<file path="src/rtl/ptw_pkg.sv">
package ptw_pkg;
  localparam int unsigned VA_W  = 48;
  localparam int unsigned LVLS  = 4;
  localparam int unsigned IDX_W = 9;
  localparam int unsigned PG_W  = 12;
  localparam int unsigned PTE_W = 64;
  localparam int unsigned TAG_W = VA_W - PG_W - IDX_W;

  typedef enum logic [1:0] {SZ_4K = 2'd0, SZ_2M = 2'd1, SZ_1G = 2'd2} pg_size_e;
  typedef enum logic [1:0] {ST_IDLE, ST_ISSUE, ST_WAIT} wst_e;

  function automatic logic [IDX_W-1:0] lvl_index(input logic [VA_W-1:0] va,
                                                 input logic [1:0] lvl);
    logic [VA_W-1:0] sh;
    sh = va >> (PG_W + IDX_W * (LVLS - 1 - int'(lvl)));
    return sh[IDX_W-1:0];
  endfunction
endpackage

</file>
<file path="src/rtl/ptw_pwc.sv">
module ptw_pwc
  import ptw_pkg::*;
#(
  parameter int unsigned N_ENT = 4,
  parameter int unsigned PPN_W = 40
) (
  input  logic             clk_i,
  input  logic             rst_ni,
  input  logic             flush_i,
  input  logic [TAG_W-1:0] lk_tag_i,
  input  logic [PPN_W-1:0] root_ppn_i,
  output logic [1:0]       start_lvl_o,
  output logic [PPN_W-1:0] start_ppn_o,
  input  logic             fill_i,
  input  logic [1:0]       fill_lvl_i,
  input  logic [TAG_W-1:0] fill_tag_i,
  input  logic [PPN_W-1:0] fill_ppn_i
);
  localparam int unsigned NLV   = LVLS - 1;
  localparam int unsigned PTR_W = (N_ENT > 1) ? $clog2(N_ENT) : 1;

  logic [NLV-1:0] hit_any;
  logic [PPN_W-1:0] hit_ppn [NLV];

  for (genvar g = 0; g < NLV; g++) begin : g_lvl
    localparam logic [TAG_W-1:0] MASK = {TAG_W{1'b1}} << (TAG_W - IDX_W * (g + 1));
    logic [N_ENT-1:0] vld_q;
    logic [TAG_W-1:0] tag_q [N_ENT];
    logic [PPN_W-1:0] ppn_q [N_ENT];
    logic [PTR_W-1:0] ptr_q;
    logic [N_ENT-1:0] hit_g;
    logic [PPN_W-1:0] hppn_g;
    logic [TAG_W-1:0] lk_m, fl_m;

    assign lk_m = lk_tag_i & MASK;
    assign fl_m = fill_tag_i & MASK;

    always_comb begin
      hit_g  = '0;
      hppn_g = '0;
      for (int e = 0; e < N_ENT; e++) begin
        if (vld_q[e] && tag_q[e] == lk_m) begin
          hit_g[e] = 1'b1;
          hppn_g   = hppn_g | ppn_q[e];
        end
      end
    end

    assign hit_any[g] = |hit_g;
    assign hit_ppn[g] = hppn_g;

    always_ff @(posedge clk_i or negedge rst_ni) begin
      if (!rst_ni) begin
        vld_q <= '0;
        ptr_q <= '0;
      end else if (flush_i) begin
        vld_q <= '0;
      end else if (fill_i && fill_lvl_i == 2'(g)) begin
        vld_q[ptr_q] <= 1'b1;
        tag_q[ptr_q] <= fl_m;
        ppn_q[ptr_q] <= fill_ppn_i;
        ptr_q        <= (ptr_q == PTR_W'(N_ENT - 1)) ? '0 : ptr_q + 1'b1;
      end
    end

    // a prefix is filled only after missing at its level
    p_one_hit_r7: assert property (@(posedge clk_i) disable iff (!rst_ni)
      $onehot0(hit_g));
    p_flush_empty_r8: assert property (@(posedge clk_i) disable iff (!rst_ni)
      flush_i |=> (vld_q == '0));
  end

  // deepest matching level wins
  always_comb begin
    start_lvl_o = 2'd0;
    start_ppn_o = root_ppn_i;
    for (int g = 0; g < NLV; g++) begin
      if (hit_any[g]) begin
        start_lvl_o = 2'(g + 1);
        start_ppn_o = hit_ppn[g];
      end
    end
  end
endmodule

</file>
<file path="src/rtl/ptw_walker.sv">
module ptw_walker
  import ptw_pkg::*;
#(
  parameter int unsigned PA_W = 52
) (
  input  logic                 clk_i,
  input  logic                 rst_ni,
  input  logic                 req_valid_i,
  output logic                 req_ready_o,
  input  logic [VA_W-1:0]      req_va_i,
  input  logic [1:0]           start_lvl_i,
  input  logic [PA_W-PG_W-1:0] start_ppn_i,
  output logic                 mem_req_o,
  output logic [PA_W-1:0]      mem_addr_o,
  input  logic                 mem_rsp_valid_i,
  input  logic [PTE_W-1:0]     mem_rsp_data_i,
  output logic                 fill_o,
  output logic [1:0]           fill_lvl_o,
  output logic [TAG_W-1:0]     fill_tag_o,
  output logic [PA_W-PG_W-1:0] fill_ppn_o,
  output logic                 done_o,
  output logic                 fault_o,
  output logic [1:0]           size_o,
  output logic [PA_W-1:0]      pa_o
);
  localparam int unsigned PPN_W = PA_W - PG_W;

  wst_e                 st_q;
  logic [1:0]           lvl_q;
  logic [PPN_W-1:0]     ppn_q;
  logic [VA_W-1:0]      va_q;
  logic                 done_q, fault_q;
  pg_size_e             size_q;
  logic [PA_W-1:0]      pa_q;

  logic [PPN_W-1:0]     e_ppn;
  logic                 present, is_leaf;
  pg_size_e             leaf_sz;
  logic [PA_W-1:0]      leaf_pa;
  logic                 unused_pte;

  assign unused_pte = ^{mem_rsp_data_i[PTE_W-1:PA_W], mem_rsp_data_i[11:8],
                        mem_rsp_data_i[6:1]};

  assign e_ppn   = mem_rsp_data_i[PA_W-1:PG_W];
  assign present = mem_rsp_data_i[0];
  assign is_leaf = (lvl_q == 2'd3) ||
                   (((lvl_q == 2'd1) || (lvl_q == 2'd2)) && mem_rsp_data_i[7]);

  always_comb begin
    case (lvl_q)
      2'd1:    begin leaf_sz = SZ_1G; leaf_pa = {e_ppn[PPN_W-1:18], va_q[29:0]}; end
      2'd2:    begin leaf_sz = SZ_2M; leaf_pa = {e_ppn[PPN_W-1:9], va_q[20:0]}; end
      default: begin leaf_sz = SZ_4K; leaf_pa = {e_ppn, va_q[11:0]}; end
    endcase
  end

  assign req_ready_o = (st_q == ST_IDLE);
  assign mem_req_o   = (st_q == ST_ISSUE);
  assign mem_addr_o  = {ppn_q, lvl_index(va_q, lvl_q), 3'b000};

  assign fill_o     = (st_q == ST_WAIT) && mem_rsp_valid_i && present && !is_leaf;
  assign fill_lvl_o = lvl_q;
  assign fill_tag_o = va_q[VA_W-1 -: TAG_W];
  assign fill_ppn_o = e_ppn;

  always_ff @(posedge clk_i or negedge rst_ni) begin
    if (!rst_ni) begin
      st_q    <= ST_IDLE;
      lvl_q   <= '0;
      ppn_q   <= '0;
      va_q    <= '0;
      done_q  <= 1'b0;
      fault_q <= 1'b0;
      size_q  <= SZ_4K;
      pa_q    <= '0;
    end else begin
      done_q <= 1'b0;
      case (st_q)
        ST_IDLE: if (req_valid_i) begin
          va_q  <= req_va_i;
          lvl_q <= start_lvl_i;
          ppn_q <= start_ppn_i;
          st_q  <= ST_ISSUE;
        end
        ST_ISSUE: st_q <= ST_WAIT;
        ST_WAIT: if (mem_rsp_valid_i) begin
          if (!present) begin
            done_q  <= 1'b1;
            fault_q <= 1'b1;
            size_q  <= SZ_4K;
            pa_q    <= '0;
            st_q    <= ST_IDLE;
          end else if (is_leaf) begin
            done_q  <= 1'b1;
            fault_q <= 1'b0;
            size_q  <= leaf_sz;
            pa_q    <= leaf_pa;
            st_q    <= ST_IDLE;
          end else begin
            lvl_q <= lvl_q + 2'd1;
            ppn_q <= e_ppn;
            st_q  <= ST_ISSUE;
          end
        end
        default: st_q <= ST_IDLE;
      endcase
    end
  end

  assign done_o  = done_q;
  assign fault_o = fault_q;
  assign size_o  = size_q;
  assign pa_o    = pa_q;

  // input contract: responses only for an outstanding read
  p_rsp_in_wait_r9: assert property (@(posedge clk_i) disable iff (!rst_ni)
    mem_rsp_valid_i |-> (st_q == ST_WAIT));
  p_req_single_r9: assert property (@(posedge clk_i) disable iff (!rst_ni)
    mem_req_o |=> !mem_req_o);
  p_done_after_rsp_r9: assert property (@(posedge clk_i) disable iff (!rst_ni)
    done_o |-> $past(mem_rsp_valid_i));
  p_done_pulse_r9: assert property (@(posedge clk_i) disable iff (!rst_ni)
    done_o |=> !done_o);
  p_fault_np_r3: assert property (@(posedge clk_i) disable iff (!rst_ni)
    (done_o && fault_o) |-> !$past(mem_rsp_data_i[0]));
  p_lvl_step_r2: assert property (@(posedge clk_i) disable iff (!rst_ni)
    (st_q == ST_ISSUE && $past(st_q) == ST_WAIT) |-> (lvl_q == $past(lvl_q) + 2'd1));
  p_1g_lvl_r4: assert property (@(posedge clk_i) disable iff (!rst_ni)
    (done_o && !fault_o && size_o == SZ_1G) |-> ($past(lvl_q) == 2'd1));
  p_2m_lvl_r5: assert property (@(posedge clk_i) disable iff (!rst_ni)
    (done_o && !fault_o && size_o == SZ_2M) |-> ($past(lvl_q) == 2'd2));
  p_4k_lvl_r6: assert property (@(posedge clk_i) disable iff (!rst_ni)
    (done_o && !fault_o && size_o == SZ_4K) |-> ($past(lvl_q) == 2'd3));
endmodule

</file>
<file path="src/rtl/ptw_top.sv">
module ptw_top
  import ptw_pkg::*;
#(
  parameter int unsigned PA_W    = 52,
  parameter int unsigned PWC_ENT = 4
) (
  input  logic                 clk_i,
  input  logic                 rst_ni,
  input  logic                 flush_i,
  input  logic [PA_W-13:0]     root_ppn_i,
  input  logic                 req_valid_i,
  output logic                 req_ready_o,
  input  logic [47:0]          req_va_i,
  output logic                 mem_req_o,
  output logic [PA_W-1:0]      mem_addr_o,
  input  logic                 mem_rsp_valid_i,
  input  logic [63:0]          mem_rsp_data_i,
  output logic                 done_o,
  output logic                 fault_o,
  output logic [1:0]           size_o,
  output logic [PA_W-1:0]      pa_o
);
  localparam int unsigned PPN_W = PA_W - PG_W;

  logic [1:0]       start_lvl;
  logic [PPN_W-1:0] start_ppn;
  logic             fill;
  logic [1:0]       fill_lvl;
  logic [TAG_W-1:0] fill_tag;
  logic [PPN_W-1:0] fill_ppn;

  ptw_pwc #(.N_ENT(PWC_ENT), .PPN_W(PPN_W)) u_pwc (
    .clk_i       (clk_i),
    .rst_ni      (rst_ni),
    .flush_i     (flush_i),
    .lk_tag_i    (req_va_i[VA_W-1 -: TAG_W]),
    .root_ppn_i  (root_ppn_i),
    .start_lvl_o (start_lvl),
    .start_ppn_o (start_ppn),
    .fill_i      (fill),
    .fill_lvl_i  (fill_lvl),
    .fill_tag_i  (fill_tag),
    .fill_ppn_i  (fill_ppn)
  );

  ptw_walker #(.PA_W(PA_W)) u_walk (
    .clk_i           (clk_i),
    .rst_ni          (rst_ni),
    .req_valid_i     (req_valid_i),
    .req_ready_o     (req_ready_o),
    .req_va_i        (req_va_i),
    .start_lvl_i     (start_lvl),
    .start_ppn_i     (start_ppn),
    .mem_req_o       (mem_req_o),
    .mem_addr_o      (mem_addr_o),
    .mem_rsp_valid_i (mem_rsp_valid_i),
    .mem_rsp_data_i  (mem_rsp_data_i),
    .fill_o          (fill),
    .fill_lvl_o      (fill_lvl),
    .fill_tag_o      (fill_tag),
    .fill_ppn_o      (fill_ppn),
    .done_o          (done_o),
    .fault_o         (fault_o),
    .size_o          (size_o),
    .pa_o            (pa_o)
  );
endmodule

</file>
<file path="config.mk">
export PLATFORM = sky130hd
export DESIGN_NAME = ptw_top
export DESIGN_NICKNAME = d
export VERILOG_FILES = /design/src/rtl/ptw_pkg.sv /design/src/rtl/ptw_pwc.sv /design/src/rtl/ptw_walker.sv /design/src/rtl/ptw_top.sv
export SDC_FILE = /design/constraint.sdc
export NUM_CORES = 1
export LEC_CHECK = 0
export CELL_PAD_IN_SITES_DETAIL_PLACEMENT = 1
export CELL_PAD_IN_SITES_GLOBAL_PLACEMENT = 1
export CORE_MARGIN = 2
export CORE_UTILIZATION = 49
export CTS_CLUSTER_DIAMETER = 200
export DETAILED_ROUTE_END_ITERATION = 8
export PLACE_DENSITY_LB_ADDON = 0.1
export SETUP_SLACK_MARGIN = 0.5
export SYNTH_ARGS = -nofsm -noshare
export SYNTH_HDL_FRONTEND = slang
export SYNTH_SLANG_ARGS = --single-unit
</file>
<file path="constraint.sdc">
create_clock -name clk_i -period 6.7 [get_ports clk_i]
set_input_delay 1.34 -clock clk_i [delete_from_list [all_inputs] [get_ports clk_i]]
set_output_delay 1.34 -clock clk_i [all_outputs]
set_load 0.02 [all_outputs]
</file>
==> results by group <==
STA
  – Final Hold Viols: 0
  – Measured slew at the worst slew-check pin: 1.17 ns
  – Post-Route Skew: 0.0233 ns
  – Least setup slack across all paths after layout: 1.40 ns
  – Maximum clock frequency: 0.189 GHz
  – Worst relative slew slack: 22.1%
  – Post-Route Setup TNS: 0 ns
  – Setup repair after global routing missed its margin: false
  – Number of max-slew violations in the final report: 0
  – Min cycle time layout: 5.30 ns
  – Post-route clock period utilization: 79.1%
  – Final setup violation count: 0

Floorplan
  – Die ar.: 74000 sq um
  – Initial Utilization: 49.3%
  – Number of top-level pins: 267
  – Die X: 272 um
  – Number of placement rows: 98
  – Die Height: 272 um
  – Area inside the core boundary: 71400 sq um

CTS
  – Post-CTS Setup Bufs: 0
  – Number of buffers inserted by hold repair at cts: 0
  – Clk slew on worst S/H paths: 0.06 ns
  – H-tree depth reported by CTS: 3
  – CTS tree: done
  – Total clock sinks: 862
  – Post-cts gate resize count: 0
  – CTS Buf Count: 89
  – Clock latency reported for the late side of the worst-skew pair: 0.65 ns
  – CTS root buf: clkbuf_16
  – Clk buf depth: 3

Status
  – Status: complete, no violations

Hold path
  – Beginning of the worst hold path: u_walk.pa_o[34]
  – Kind of path behind the tightest hold check: register to register
  – Worst hold path stage count: 2
  – Worst Hold End: u_walk.pa_o[34]

Global routing
  – Most congested layer reported by global routing: met2
  – Congestion Overflow GR: 0
  – Number of antenna violations at the first check in global routing: 7
  – Met3 GRT Util: 5.73%
  – Met2 track demand over resource in global routing: 50.9%
  – Wire length of the first global-routing pass: 165 mm
  – Overall track demand over capacity in global routing: 30.7%
  – Via count of the first global-routing pass: 24.3k
  – Met1 track demand over resource: 41.2%
  – Pin count of the biggest net entering global routing: 105

Synth
  – #FFs+latches synth: 862
  – Cell accounting for the most synthesized area: edfxtp_1
  – Synth top area cells: edfxtp_1, dfrtp_1, a22o_1
  – Library cell with the highest instance count after synthesis: edfxtp_1
  – EDFF count, synth: 696
  – Synthesized instance count: 2449
  – Synthesized area: 35200 sq um
  – Sequential element share of the synthesized area: 71.1%
  – Average cell area after synthesis: 14.4 sq um
  – Async SR Flop Fraction: 19.3%
  – Count of unique library cells instantiated by Yosys: 58
  – Most used DFF post-synth: edfxtp_1
  – Ys Warns: 0
  – Commonest cells post-synth: edfxtp_1, nand2_1, a22o_1, dfrtp_1, xnor2_1
  – Yosys top cell area share: 59.3%

Setup path
  – Setup slack of the most critical reg-to-reg path: 2.21 ns
  – Arrival @ worst endpoint: 3.96 ns
  – Endpoint required time on the critical path: 5.36 ns
  – Critical path start-end classification: register to output pin
  – Reg-to-reg critical path startpoint: u_walk.fill_lvl_o[0]
  – Reg2Reg Depth: 9
  – Endpoint of the most critical register-to-register path: u_pwc.g_lvl[1].ppn_q[3][7]
  – Crit Path Max Fanout: 34
  – Startpoint type of the worst setup path: register
  – Kind of capture point of the worst setup path: output pin

Cells and area
  – Signed area change from the synthesized netlist to the final layout: 18.2%
  – Post-layout net count: 2864
  – Fraction of final layout cells with drive strength greater than 1: 9.83%

Place
  – Total half-perimeter wirelength after legalization and detailed placement: 68.8 mm
  – Port bufs: 241
  – Dpl ws: 1.31 ns
  – Weighted congestion at the end of routability-driven global placement: 0.881

Power and ir drop
  – Power per unit of standard cell area: 374 nW/um^2
  – Leakage: 14.6 nW
  – VDD IR-drop max: 0.000525 V

Route
  – Detailed-route via count: 22.9k
  – Number of remaining DRC errors: 0
  – Final WL: 114 mm
  – Via count normalized by instance count: 6.16
  – Post-detailed-route wirelength per cell: 30.5 um
  – Number of search-and-repair iterations in the first detailed-routing pass: 6
  – Post-detailed-route count of antenna-violating nets: 0
  – Initial detailed-routing violation count: 2418

Flow run
  – Max-cap violation count: 0
## layout make-up
type	instances	area, sq um
Clock inverter	35	353
Antenna cell	3	7.51
Fill cell	6723	29700
Multi-Input combinational cell	1386	9300
Inverter	31	116
Clock buffer	133	2590
Timing Repair Buffer	320	3030
Sequential cell	862	25100
Tap cell	950	1190
## kinds of logic (layout without fill, tap and decap cells)
logic type      Yosys count  in the layout  synth area share, %
mux                      31             31                 1.46
simple gates            634            634                 8.49
buf+inv                 203            519                 2.82
xor+xnor                216            216                 5.39
flops                   862            862                 71.1
compound gates          485            485                 10.1
other cells               1              6               0.0106
fa+ha+maj                17             17                0.604
## cell usage in the layout, fill, tap and decap left out, drive strengths merged, types with 3 or more instances in the layout
cell           count
nand4             62
edfxtp           696
dfrtp            166
xor2              62
a21oi              9
a222oi            39
and4               3
nor4              28
and2               5
conb               3
or2                3
ha                17
nand3             44
clkinv            25
a22o             167
xnor2            154
nor4b              3
mux2i             12
clkbuf           134
bufinv             5
nor3              14
nand2            334
o22ai              6
o21ai            150
mux2               3
clkdlybuf4s50    239
diode              3
and3              54
a22oi             19
nor3b              3
mux4              16
buf               80
a31oi             43
a211o             40
nor2              73
inv               33
clkinvlp           3
## worst max-delay path by stage
stage                                     from                         end  depth (start not counted)
final                     u_walk.fill_lvl_o[0]               mem_addr_o[7]                          6
after floorplan           u_walk.fill_lvl_o[1]  u_pwc.g_lvl[2].ppn_q[1][0]                         10
after global placement            req_va_i[46]            u_walk.ppn_q[29]                         10
after detailed placement          req_va_i[46]            u_walk.ppn_q[26]                         10
after global routing      u_walk.fill_lvl_o[0]               mem_addr_o[9]                          6
after CTS                 u_walk.fill_lvl_o[0]               mem_addr_o[7]                          6
## critical path, stage by stage, from the launching register on
cell and delay (ns):
dfrtp_1 0.32, buf_4 0.41, inv_1 0.28, ha_1 0.69, clkinv_1 0.56, a21oi_1 0.39, clkdlybuf4s50_1 0.66
## sequential cells by signal, indices dropped and copies added (netlist names), 6 cells and up
signal and cells:
u_pwc.g_lvl.vld_q 12, u_walk.ppn_q 40, u_pwc.g_lvl.tag_q 216, u_walk.va_q 48, u_walk.pa_o 52, u_pwc.g_lvl.ppn_q 480
u_pwc.g_lvl.ptr_q 6
## layer usage
metal / vias to the layer above / routed length [um]
li1: 9732 / -
met1: 12000 / 46500
met2: 1019 / 54700
met3: 199 / 9050
met4: 4 / 3280
met5: - / 34
## where the power goes
group          internal [mW]  switching, mW
combinational           1.41           2.22
sequential              6.42          0.517
clock                   2.88           2.11
## per-stage QoR
stage / cells / hold WS (ns) / total power, mW / utilization [%] / area (sq um)
2_1_floorplan: 2451 / 0.446 / 8.74 / - / 35200
3_3_place_gp: 3549 / 0.461 / 10.6 / 54.2 / 38700
3_5_place_dp: 3549 / 0.466 / 10.6 / 54.2 / 38700
4_1_cts: 3717 / 0.483 / 15.6 / 58.3 / 41600
5_1_grt: 3717 / 0.503 / 16.1 / 58.3 / 41600
6_report: 3720 / 0.475 / 15.6 / 58.3 / 41600
(Power assumes the default switching activity.)
